`src/rtl/wbalu_pkg.sv`:
```
package wbalu_pkg;

    parameter int unsigned DATA_W = 16;
    parameter int unsigned BYTE_W = 8;
    parameter int unsigned FLAG_W = 4;
    parameter int unsigned OP_W   = 4;

    typedef enum logic [OP_W-1:0] {
        OP_MOV  = 4'd0,
        OP_ADD  = 4'd1,
        OP_SUB  = 4'd2,
        OP_CMP  = 4'd3,
        OP_TST  = 4'd4,
        OP_CLR  = 4'd5,
        OP_INC  = 4'd6,
        OP_DEC  = 4'd7,
        OP_COM  = 4'd8,
        OP_NEG  = 4'd9,
        OP_SETF = 4'd10,
        OP_CLRF = 4'd11
    } alu_op_e;

    // Flag word, bit 3 down to bit 0
    typedef struct packed {
        logic n;
        logic z;
        logic v;
        logic c;
    } nzvc_t;

    // Request presented to the adder lanes
    typedef struct packed {
        logic [DATA_W-1:0] a;
        logic [DATA_W-1:0] b;
        logic              sub;
    } addsub_req_t;

    function automatic logic op_uses_adder(input logic [OP_W-1:0] op);
        case (op)
            OP_ADD, OP_SUB, OP_CMP, OP_INC, OP_DEC, OP_NEG: return 1'b1;
            default:                                        return 1'b0;
        endcase
    endfunction

    function automatic logic op_writes(input logic [OP_W-1:0] op);
        case (op)
            OP_MOV, OP_ADD, OP_SUB, OP_CLR,
            OP_INC, OP_DEC, OP_COM, OP_NEG: return 1'b1;
            default:                        return 1'b0;
        endcase
    endfunction

    function automatic logic op_sets_nz(input logic [OP_W-1:0] op);
        return (op <= OP_NEG);
    endfunction

endpackage

```
`src/rtl/wbalu_lane.sv`:
```
module wbalu_lane #(
    parameter int unsigned W = 16
) (
    input  logic [W-1:0] a_i,
    input  logic [W-1:0] b_i,
    input  logic         sub_i,
    output logic [W-1:0] sum_o,
    output logic         carry_o,
    output logic         ovf_o
);
    logic [W-1:0] b_eff;
    logic [W:0]   wide;

    always_comb begin
        b_eff   = b_i ^ {W{sub_i}};
        wide    = {1'b0, a_i} + {1'b0, b_eff} + {{W{1'b0}}, sub_i};
        sum_o   = wide[W-1:0];
        carry_o = wide[W];
        // Signed overflow: equal operand signs, different result sign
        ovf_o   = (a_i[W-1] == b_eff[W-1]) && (wide[W-1] != a_i[W-1]);
    end
endmodule

```
`src/rtl/wbalu_core.sv`:
```
module wbalu_core
    import wbalu_pkg::*;
#(
    parameter int unsigned DATA_W = wbalu_pkg::DATA_W,
    parameter int unsigned BYTE_W = wbalu_pkg::BYTE_W
) (
    input  logic [OP_W-1:0]   op,
    input  logic              byte_sel,
    input  logic [DATA_W-1:0] src,
    input  logic [DATA_W-1:0] dst,
    output logic [DATA_W-1:0] res,
    output logic              wr,
    output nzvc_t             fl_new,
    output nzvc_t             fl_keep
);
    localparam int unsigned NLANE = 2;   // lane 0 word, lane 1 byte

    addsub_req_t       req;
    logic [DATA_W-1:0] lane_sum [NLANE];
    logic [NLANE-1:0]  lane_c;
    logic [NLANE-1:0]  lane_v;
    logic [DATA_W-1:0] raw;
    logic              sgn, zer, cy, ov, cb;
    nzvc_t             mask;

    // Operand steering for the adder
    always_comb begin
        req.a   = dst;
        req.b   = src;
        req.sub = 1'b0;
        case (op)
            OP_SUB: req.sub = 1'b1;
            OP_CMP: begin req.a = src; req.b = dst; req.sub = 1'b1; end
            OP_INC: req.b = DATA_W'(1);
            OP_DEC: begin req.b = DATA_W'(1); req.sub = 1'b1; end
            OP_NEG: begin req.a = '0; req.b = dst; req.sub = 1'b1; end
            default: ;
        endcase
    end

    for (genvar g = 0; g < NLANE; g++) begin : g_lane
        localparam int unsigned LW = (g == 0) ? DATA_W : BYTE_W;
        logic [LW-1:0] s_l;
        wbalu_lane #(.W(LW)) u_lane (
            .a_i    (req.a[LW-1:0]),
            .b_i    (req.b[LW-1:0]),
            .sub_i  (req.sub),
            .sum_o  (s_l),
            .carry_o(lane_c[g]),
            .ovf_o  (lane_v[g])
        );
        assign lane_sum[g] = DATA_W'(s_l);
    end

    // Raw result before byte merge
    always_comb begin
        raw = dst;
        if (op_uses_adder(op)) begin
            raw = byte_sel ? lane_sum[1] : lane_sum[0];
        end else begin
            case (op)
                OP_MOV:  raw = src;
                OP_CLR:  raw = '0;
                OP_COM:  raw = ~dst;
                default: raw = dst;
            endcase
        end
    end

    always_comb begin
        res  = byte_sel ? {dst[DATA_W-1:BYTE_W], raw[BYTE_W-1:0]} : raw;
        wr   = op_writes(op);
        sgn  = byte_sel ? res[BYTE_W-1] : res[DATA_W-1];
        zer  = byte_sel ? (res[BYTE_W-1:0] == '0) : (res == '0);
        cy   = byte_sel ? lane_c[1] : lane_c[0];
        ov   = byte_sel ? lane_v[1] : lane_v[0];
        cb   = cy ^ req.sub;      // subtraction reports borrow
        mask = nzvc_t'(src[FLAG_W-1:0]);
    end

    // Flag decode: value to load and bits to preserve
    always_comb begin
        fl_new  = '{n: sgn, z: zer, v: 1'b0, c: 1'b0};
        fl_keep = '0;
        case (op)
            OP_MOV:                         fl_keep.c = 1'b1;
            OP_ADD, OP_SUB, OP_CMP, OP_NEG: begin fl_new.v = ov; fl_new.c = cb; end
            OP_INC, OP_DEC:                 begin fl_new.v = ov; fl_keep.c = 1'b1; end
            OP_COM:                         fl_new.c = 1'b1;
            OP_TST, OP_CLR:                 ;
            OP_SETF: begin fl_new = '1; fl_keep = ~mask; end
            OP_CLRF: begin fl_new = '0; fl_keep = ~mask; end
            default:                        fl_keep = '1;
        endcase
        if (!op_sets_nz(op) && op != OP_SETF && op != OP_CLRF) fl_keep = '1;
    end
endmodule

```
`src/rtl/wbalu_flags.sv`:
```
module wbalu_flags #(
    parameter int unsigned FLAG_W = wbalu_pkg::FLAG_W
) (
    input  logic              clk,
    input  logic              rst,
    input  logic              upd_i,
    input  logic [FLAG_W-1:0] new_i,
    input  logic [FLAG_W-1:0] keep_i,
    output logic [FLAG_W-1:0] q_o
);
    for (genvar i = 0; i < FLAG_W; i++) begin : g_bit
        always_ff @(posedge clk) begin
            if (rst)
                q_o[i] <= 1'b0;
            else if (upd_i && !keep_i[i])
                q_o[i] <= new_i[i];
        end
    end
endmodule

```
`src/rtl/wb_alu.sv`:
```
module wb_alu
    import wbalu_pkg::*;
#(
    parameter int unsigned DATA_W = wbalu_pkg::DATA_W,
    parameter int unsigned BYTE_W = wbalu_pkg::BYTE_W
) (
    input  logic              clk,
    input  logic              rst,
    input  logic [OP_W-1:0]   op_i,
    input  logic              byte_i,
    input  logic [DATA_W-1:0] src_i,
    input  logic [DATA_W-1:0] dst_i,
    input  logic              upd_i,
    output logic [DATA_W-1:0] res_o,
    output logic              wr_o,
    output logic [FLAG_W-1:0] flags_o
);
    nzvc_t fl_new, fl_keep;

    wbalu_core #(.DATA_W(DATA_W), .BYTE_W(BYTE_W)) u_core (
        .op      (op_i),
        .byte_sel(byte_i),
        .src     (src_i),
        .dst     (dst_i),
        .res     (res_o),
        .wr      (wr_o),
        .fl_new  (fl_new),
        .fl_keep (fl_keep)
    );

    wbalu_flags #(.FLAG_W(FLAG_W)) u_flags (
        .clk   (clk),
        .rst   (rst),
        .upd_i (upd_i),
        .new_i (fl_new),
        .keep_i(fl_keep),
        .q_o   (flags_o)
    );

    AST_HOLD_WITHOUT_STROBE: assert property (@(posedge clk) disable iff (rst)
        !upd_i |=> $stable(flags_o));

    AST_COMPARE_NO_WRITE: assert property (@(posedge clk) disable iff (rst)
        (op_i == OP_CMP || op_i == OP_TST) |-> !wr_o);

    AST_TEST_CLEARS_VC: assert property (@(posedge clk) disable iff (rst)
        (upd_i && op_i == OP_TST) |=> (flags_o[1:0] == 2'b00));

    AST_CLEAR_FLAGS: assert property (@(posedge clk) disable iff (rst)
        (upd_i && op_i == OP_CLR) |=> (flags_o == 4'b0100));

    AST_STEP_KEEPS_C: assert property (@(posedge clk) disable iff (rst)
        (upd_i && (op_i == OP_INC || op_i == OP_DEC)) |=> (flags_o[0] == $past(flags_o[0])));

    AST_RESERVED_INERT: assert property (@(posedge clk) disable iff (rst)
        (op_i > OP_CLRF) |=> $stable(flags_o));
endmodule

```
`config.mk`:
```
export PLATFORM = sky130hd
export DESIGN_NAME = wb_alu
export DESIGN_NICKNAME = d
export VERILOG_FILES = /design/src/rtl/wbalu_pkg.sv /design/src/rtl/wbalu_lane.sv /design/src/rtl/wbalu_core.sv /design/src/rtl/wbalu_flags.sv /design/src/rtl/wb_alu.sv
export SDC_FILE = /design/constraint.sdc
export NUM_CORES = 1
export LEC_CHECK = 0
export BUFFER_PORTS_ARGS = -buffer_cell sky130_fd_sc_hd__buf_2
export CAP_MARGIN = 15
export CORE_ASPECT_RATIO = 0.8
export CORE_MARGIN = 4
export CORE_UTILIZATION = 50
export CTS_BUF_LIST = sky130_fd_sc_hd__clkbuf_8
export CTS_CLUSTER_SIZE = 25
export DETAILED_ROUTE_END_ITERATION = 12
export PLACE_DENSITY = 0.75
export SETUP_SLACK_MARGIN = 0.5
export SYNTH_ARGS = -nofsm -noshare
export SYNTH_HDL_FRONTEND = slang
export SYNTH_SLANG_ARGS = --single-unit
```
`constraint.sdc`:
```
create_clock -name clk -period 7.53 [get_ports clk]
set_input_delay 1.506 -clock clk [delete_from_list [all_inputs] [get_ports clk]]
set_output_delay 1.506 -clock clk [all_outputs]
set_load 0.02 [all_outputs]
```
==> impl_metrics.prom <==
# TYPE chip_impl_metric gauge
chip_impl_metric{name="postCtsSetupBuffers",unit=""} 0
chip_impl_metric{name="placement.cell_area",unit="µm²"} 2907
chip_impl_metric{name="power_density",unit="nW/µm²"} 136.6
chip_impl_metric{name="wire_length_of_the_first_global_routing_pass",unit="µm"} 16700
chip_impl_metric{name="detail_route.drc_violations",unit=""} 0
chip_impl_metric{name="grt_start_max_net_pins",unit=""} 28
chip_impl_metric{name="n_antenna_cell",unit=""} 0
chip_impl_metric{name="global_placer_s_final_weighted_congestion",unit=""} 1.007
chip_impl_metric{name="1st_iter_drt_viols",unit=""} 403
chip_impl_metric{name="rel_slew_slack",unit="%"} 35.32
chip_impl_metric{name="gr-total-overflow",unit=""} 0
chip_impl_metric{name="layout_min_cycle_time",unit="ns"} 6.750
chip_impl_metric{name="die_width",unit="µm"} 88.02
chip_impl_info{name="synthMostInstantiatedCell",value="sky130_fd_sc_hd__a21oi_1"} 1
chip_impl_metric{name="number_of_hold_slack_violations_in_the_final_timing_report",unit=""} 0
chip_impl_metric{name="viasPerCell",unit=""} 7.063
chip_impl_metric{name="cts_made_buffers",unit=""} 3
chip_impl_metric{name="highest_net_fanout_along_the_worst_path",unit=""} 18
chip_impl_info{name="worstSetupPathType",value="input pin to output pin"} 1
chip_impl_metric{name="ys_seq_elements",unit=""} 4
chip_impl_info{name="crit-reg2reg-capture",value="u_flags.q_o[2]"} 1
chip_impl_metric{name="io_buffer_count",unit=""} 60
chip_impl_metric{name="area_of_the_multi_input_gates",unit="µm²"} 2369
chip_impl_metric{name="finalInstanceArea",unit="µm²"} 3004
chip_impl_metric{name="skew",unit="ns"} 0
chip_impl_metric{name="max_reg_flops",unit=""} 4
chip_impl_metric{name="cp_data_arrival_time",unit="ns"} 5.24
chip_impl_metric{name="avgSynthCellArea",unit="µm²"} 6.293
chip_impl_info{name="rsz0062_at_grt",value="false"} 1
chip_impl_info{name="synth.top_cells.by_area",value="sky130_fd_sc_hd__a21oi_1 12%, sky130_fd_sc_hd__ha_1 7.3%, sky130_fd_sc_hd__nor2_1 7.3%"} 1
chip_impl_info{name="worst_hold_startpoint",value="u_flags.q_o[0]"} 1
chip_impl_info{name="root_buffer",value="sky130_fd_sc_hd__clkbuf_8"} 1
chip_impl_info{name="holdCritPathClass",value="register to register"} 1
chip_impl_metric{name="timing.reg2reg.worst_path_depth",unit=""} 6
chip_impl_metric{name="worst-slew-pin-transition",unit="ns"} 0.9616
chip_impl_metric{name="worst-r2r-setup-slack",unit="ns"} 5.15
chip_impl_info{name="tritoncts",value="yes"} 1
chip_impl_info{name="endpoint_class_of_the_critical_path",value="output pin"} 1
chip_impl_metric{name="net_count_after_synthesis",unit=""} 463
chip_impl_info{name="yosysTopAreaCell",value="sky130_fd_sc_hd__a21oi_1"} 1
chip_impl_metric{name="vias",unit=""} 3616
chip_impl_metric{name="cp.required",unit="ns"} 6.02
chip_impl_metric{name="core_area",unit="µm²"} 4979
chip_impl_info{name="largestRegisters",value="u_flags.q_o x4"} 1
chip_impl_metric{name="num_io_pins",unit=""} 61
chip_impl_metric{name="max-clock-path-buffers",unit=""} 2
chip_impl_metric{name="critical_path.max_stage_delay",unit="ns"} 0.43
chip_impl_metric{name="avgRoutedWirePerCell",unit="µm"} 20.99
chip_impl_metric{name="hold_path_depth",unit=""} 2
chip_impl_metric{name="yosys_warnings",unit=""} 0
chip_impl_info{name="synth_common_cells",value="59 x sky130_fd_sc_hd__a21oi_1, 50 x sky130_fd_sc_hd__nor2_1, 30 x sky130_fd_sc_hd__nand2_1"} 1
chip_impl_info{name="largest_register_by_flop_count",value="u_flags.q_o"} 1
chip_impl_metric{name="final-seq-area",unit="µm²"} 80.08
chip_impl_metric{name="globalRouteTotalUtil",unit="%"} 33.14
chip_impl_info{name="worstPathCellList",value="buf_2, nand2b_1, a21oi_2, buf_4, a221oi_1, ha_1, a21oi_1, nand2_1, or4_1, a31oi_2, a21oi_1, xor2_1, a221oi_2, mux2i_1, buf_2"} 1
chip_impl_metric{name="syn_inst",unit=""} 407
chip_impl_metric{name="area_growth_syn_to_layout",unit="%"} 17.29
chip_impl_metric{name="p_leak",unit="nW"} 1.258
chip_impl_metric{name="synth.lib_cells_used.distinct",unit=""} 61
chip_impl_metric{name="synth_edf_count",unit=""} 0
chip_impl_metric{name="worst_ir_drop_vdd",unit="µV"} 132.5
chip_impl_metric{name="fp.dieH",unit="µm"} 72.02
chip_impl_metric{name="synth_async_sr_flop_share",unit="%"} 0
chip_impl_metric{name="max_cap_violations",unit=""} 0
chip_impl_info{name="min_to",value="u_flags.q_o[0]"} 1
chip_impl_metric{name="path_clk_slew",unit="ns"} 0.03
chip_impl_metric{name="final.fill_count",unit=""} 492
chip_impl_metric{name="fmaxAchievable",unit="GHz"} 0.1482
chip_impl_metric{name="synth_sequential_area_ratio",unit="%"} 3.127
chip_impl_metric{name="drt-total-wl",unit="µm"} 10750
chip_impl_metric{name="finalSetupViolations",unit=""} 0
chip_impl_metric{name="final_core_utilization",unit="%"} 60.34
chip_impl_info{name="timing.critical_path.from_type",value="input pin"} 1
chip_impl_metric{name="number_of_nets_in_the_layout",unit=""} 508
chip_impl_info{name="synthFlopType",value="sky130_fd_sc_hd__dfxtp_1"} 1
chip_impl_metric{name="die_area",unit="µm²"} 6339
chip_impl_metric{name="post_route_cells_drive_above_1_share",unit="%"} 20.22
chip_impl_metric{name="cts.htree.levels",unit=""} 1
chip_impl_metric{name="final_critical_path_share_of_the_clock_period",unit="%"} 89.64
chip_impl_metric{name="firstDrtPassIters",unit=""} 6
chip_impl_info{name="status",value="complete, no violations"} 1
chip_impl_metric{name="initial_core_util",unit="%"} 51.45
chip_impl_metric{name="netlist.area_leader.share",unit="%"} 11.53
chip_impl_metric{name="placementRows",unit=""} 23
chip_impl_metric{name="antenna_found_initial",unit=""} 1
chip_impl_info{name="cpMaxStageDelayCell",value="sky130_fd_sc_hd__or4_1"} 1
chip_impl_metric{name="dp_hpwl",unit="µm"} 8195
chip_impl_info{name="startpoint_of_the_worst_register_to_register_path",value="u_flags.q_o[2]"} 1
chip_impl_metric{name="grt_pass1_vias",unit=""} 3167
chip_impl_metric{name="fin_tns_setup",unit="ns"} 0
chip_impl_metric{name="worst_skew_pair.late_latency",unit="ns"} 0.21
chip_impl_metric{name="route.antenna.remaining_nets",unit=""} 0
chip_impl_metric{name="synth_area",unit="µm²"} 2561
chip_impl_metric{name="cts.sink_count",unit=""} 4
chip_impl_metric{name="final-max-slew-violation-count",unit=""} 0
==> layer usage <==
metal	track usage, %	part of all wire (%)	wire length (µm)	vias up
li1	-	-	-	1679
met1	49.12	43	4667	1663
met2	50.59	43	4618	244
met3	2.724	11	1154	28
met4	10.40	2.7	293	2
met5	0	0.12	13	-
==> layout by cell type (no fill, tap or decap), types with 4 or more instances in the layout <==
master | synthesis | layout
sky130_fd_sc_hd__xnor2_1 | 9 | 9
sky130_fd_sc_hd__o221ai_1 | 7 | 7
sky130_fd_sc_hd__nand2_1 | 30 | 30
sky130_fd_sc_hd__o21a_1 | 4 | 4
sky130_fd_sc_hd__inv_1 | 6 | 6
sky130_fd_sc_hd__o22ai_1 | 18 | 18
sky130_fd_sc_hd__o21ai_0 | 29 | 29
sky130_fd_sc_hd__o21ai_1 | 7 | 7
sky130_fd_sc_hd__a21o_1 | 5 | 5
sky130_fd_sc_hd__xor2_1 | 6 | 6
sky130_fd_sc_hd__nor2_1 | 50 | 49
sky130_fd_sc_hd__a211oi_1 | 6 | 6
sky130_fd_sc_hd__ha_1 | 15 | 15
sky130_fd_sc_hd__a221oi_2 | 1 | 4
sky130_fd_sc_hd__nor2b_1 | 6 | 6
sky130_fd_sc_hd__nand3_1 | 6 | 5
sky130_fd_sc_hd__mux2i_1 | 4 | 4
sky130_fd_sc_hd__nor3_1 | 6 | 6
sky130_fd_sc_hd__dfxtp_1 | 4 | 4
sky130_fd_sc_hd__a221oi_1 | 17 | 14
sky130_fd_sc_hd__buf_2 | 5 | 58
sky130_fd_sc_hd__a22o_1 | 16 | 16
sky130_fd_sc_hd__buf_4 | 0 | 14
sky130_fd_sc_hd__or4_1 | 4 | 4
sky130_fd_sc_hd__nand2b_1 | 6 | 6
sky130_fd_sc_hd__a21oi_1 | 59 | 58
==> worst max path at each step <==
stage,from,endpoint,slack (ns),depth (start not counted)
after global routing,op_i[0],res_o[15],0.53,15
after detailed placement,op_i[1],res_o[15],0.33,15
after floorplan,op_i[1],res_o[15],0.68,18
after CTS,op_i[1],res_o[15],0.54,17
after global placement,op_i[1],res_o[15],0.53,15
final,op_i[0],res_o[15],0.78,15
==> critical path: cells and delay by family <==
family	cells	cell delay (ns)
AOI/OAI and AO/OA	6	1.55
muxes	1	0.13
adders and majority gates	1	0.39
xor gates and xnor gates	1	0.17
buffers and inverters	3	0.75
and+or+nand+nor	3	0.75
==> timing repair <==
item,CTS,global route
hold buffers,0,0
pin swaps,0,2
endpoints found under the setup margin,1,1
gates resized for setup,4,7
==> area by class of cell <==
type,instances,share of cell area (%)
Multi-Input combinational cell,362,78.84
Inverter,8,0.9996
Tap cell,62,2.582
Timing Repair Buffer,73,13.54
Clock buffer,3,1.374
Sequential cell,4,2.666
==> through the flow <==
step | total power [mW] | setup WS, ns | hold slack [ns] | instances
2_1_floorplan | 0.2548 | 0.6779 | 0.5284 | 407
3_3_place_gp | 0.3487 | 0.5347 | 0.4422 | 509
3_5_place_dp | 0.3510 | 0.3338 | 0.4573 | 509
4_1_cts | 0.3987 | 0.5394 | 0.4616 | 512
5_1_grt | 0.4403 | 0.5266 | 0.4949 | 512
6_report | 0.4102 | 0.7801 | 0.4579 | 512
==> power breakdown <==
group          switching [mW]  internal [mW]
clock                  0.0109         0.0341
sequential           0.000537         0.0226
combinational           0.214          0.128
total                   0.225          0.185
==> kinds of logic (layout without fill, tap and decap cells) <==
kind of cell               after synthesis  count (layout)  share of synthesized area (%)
buffers and inverters                   41              84                          6.253
xor gates and xnor gates                16              16                          5.765
AOI/OAI and AO/OA                      197             197                          51.05
adders and majority gates               16              16                          8.109
muxes                                    5               5                          2.003
DFF                                      4               4                          3.127
and+or+nand+nor                        128             128                          23.69
Note: power is estimated with default switching activity, not from simulation.
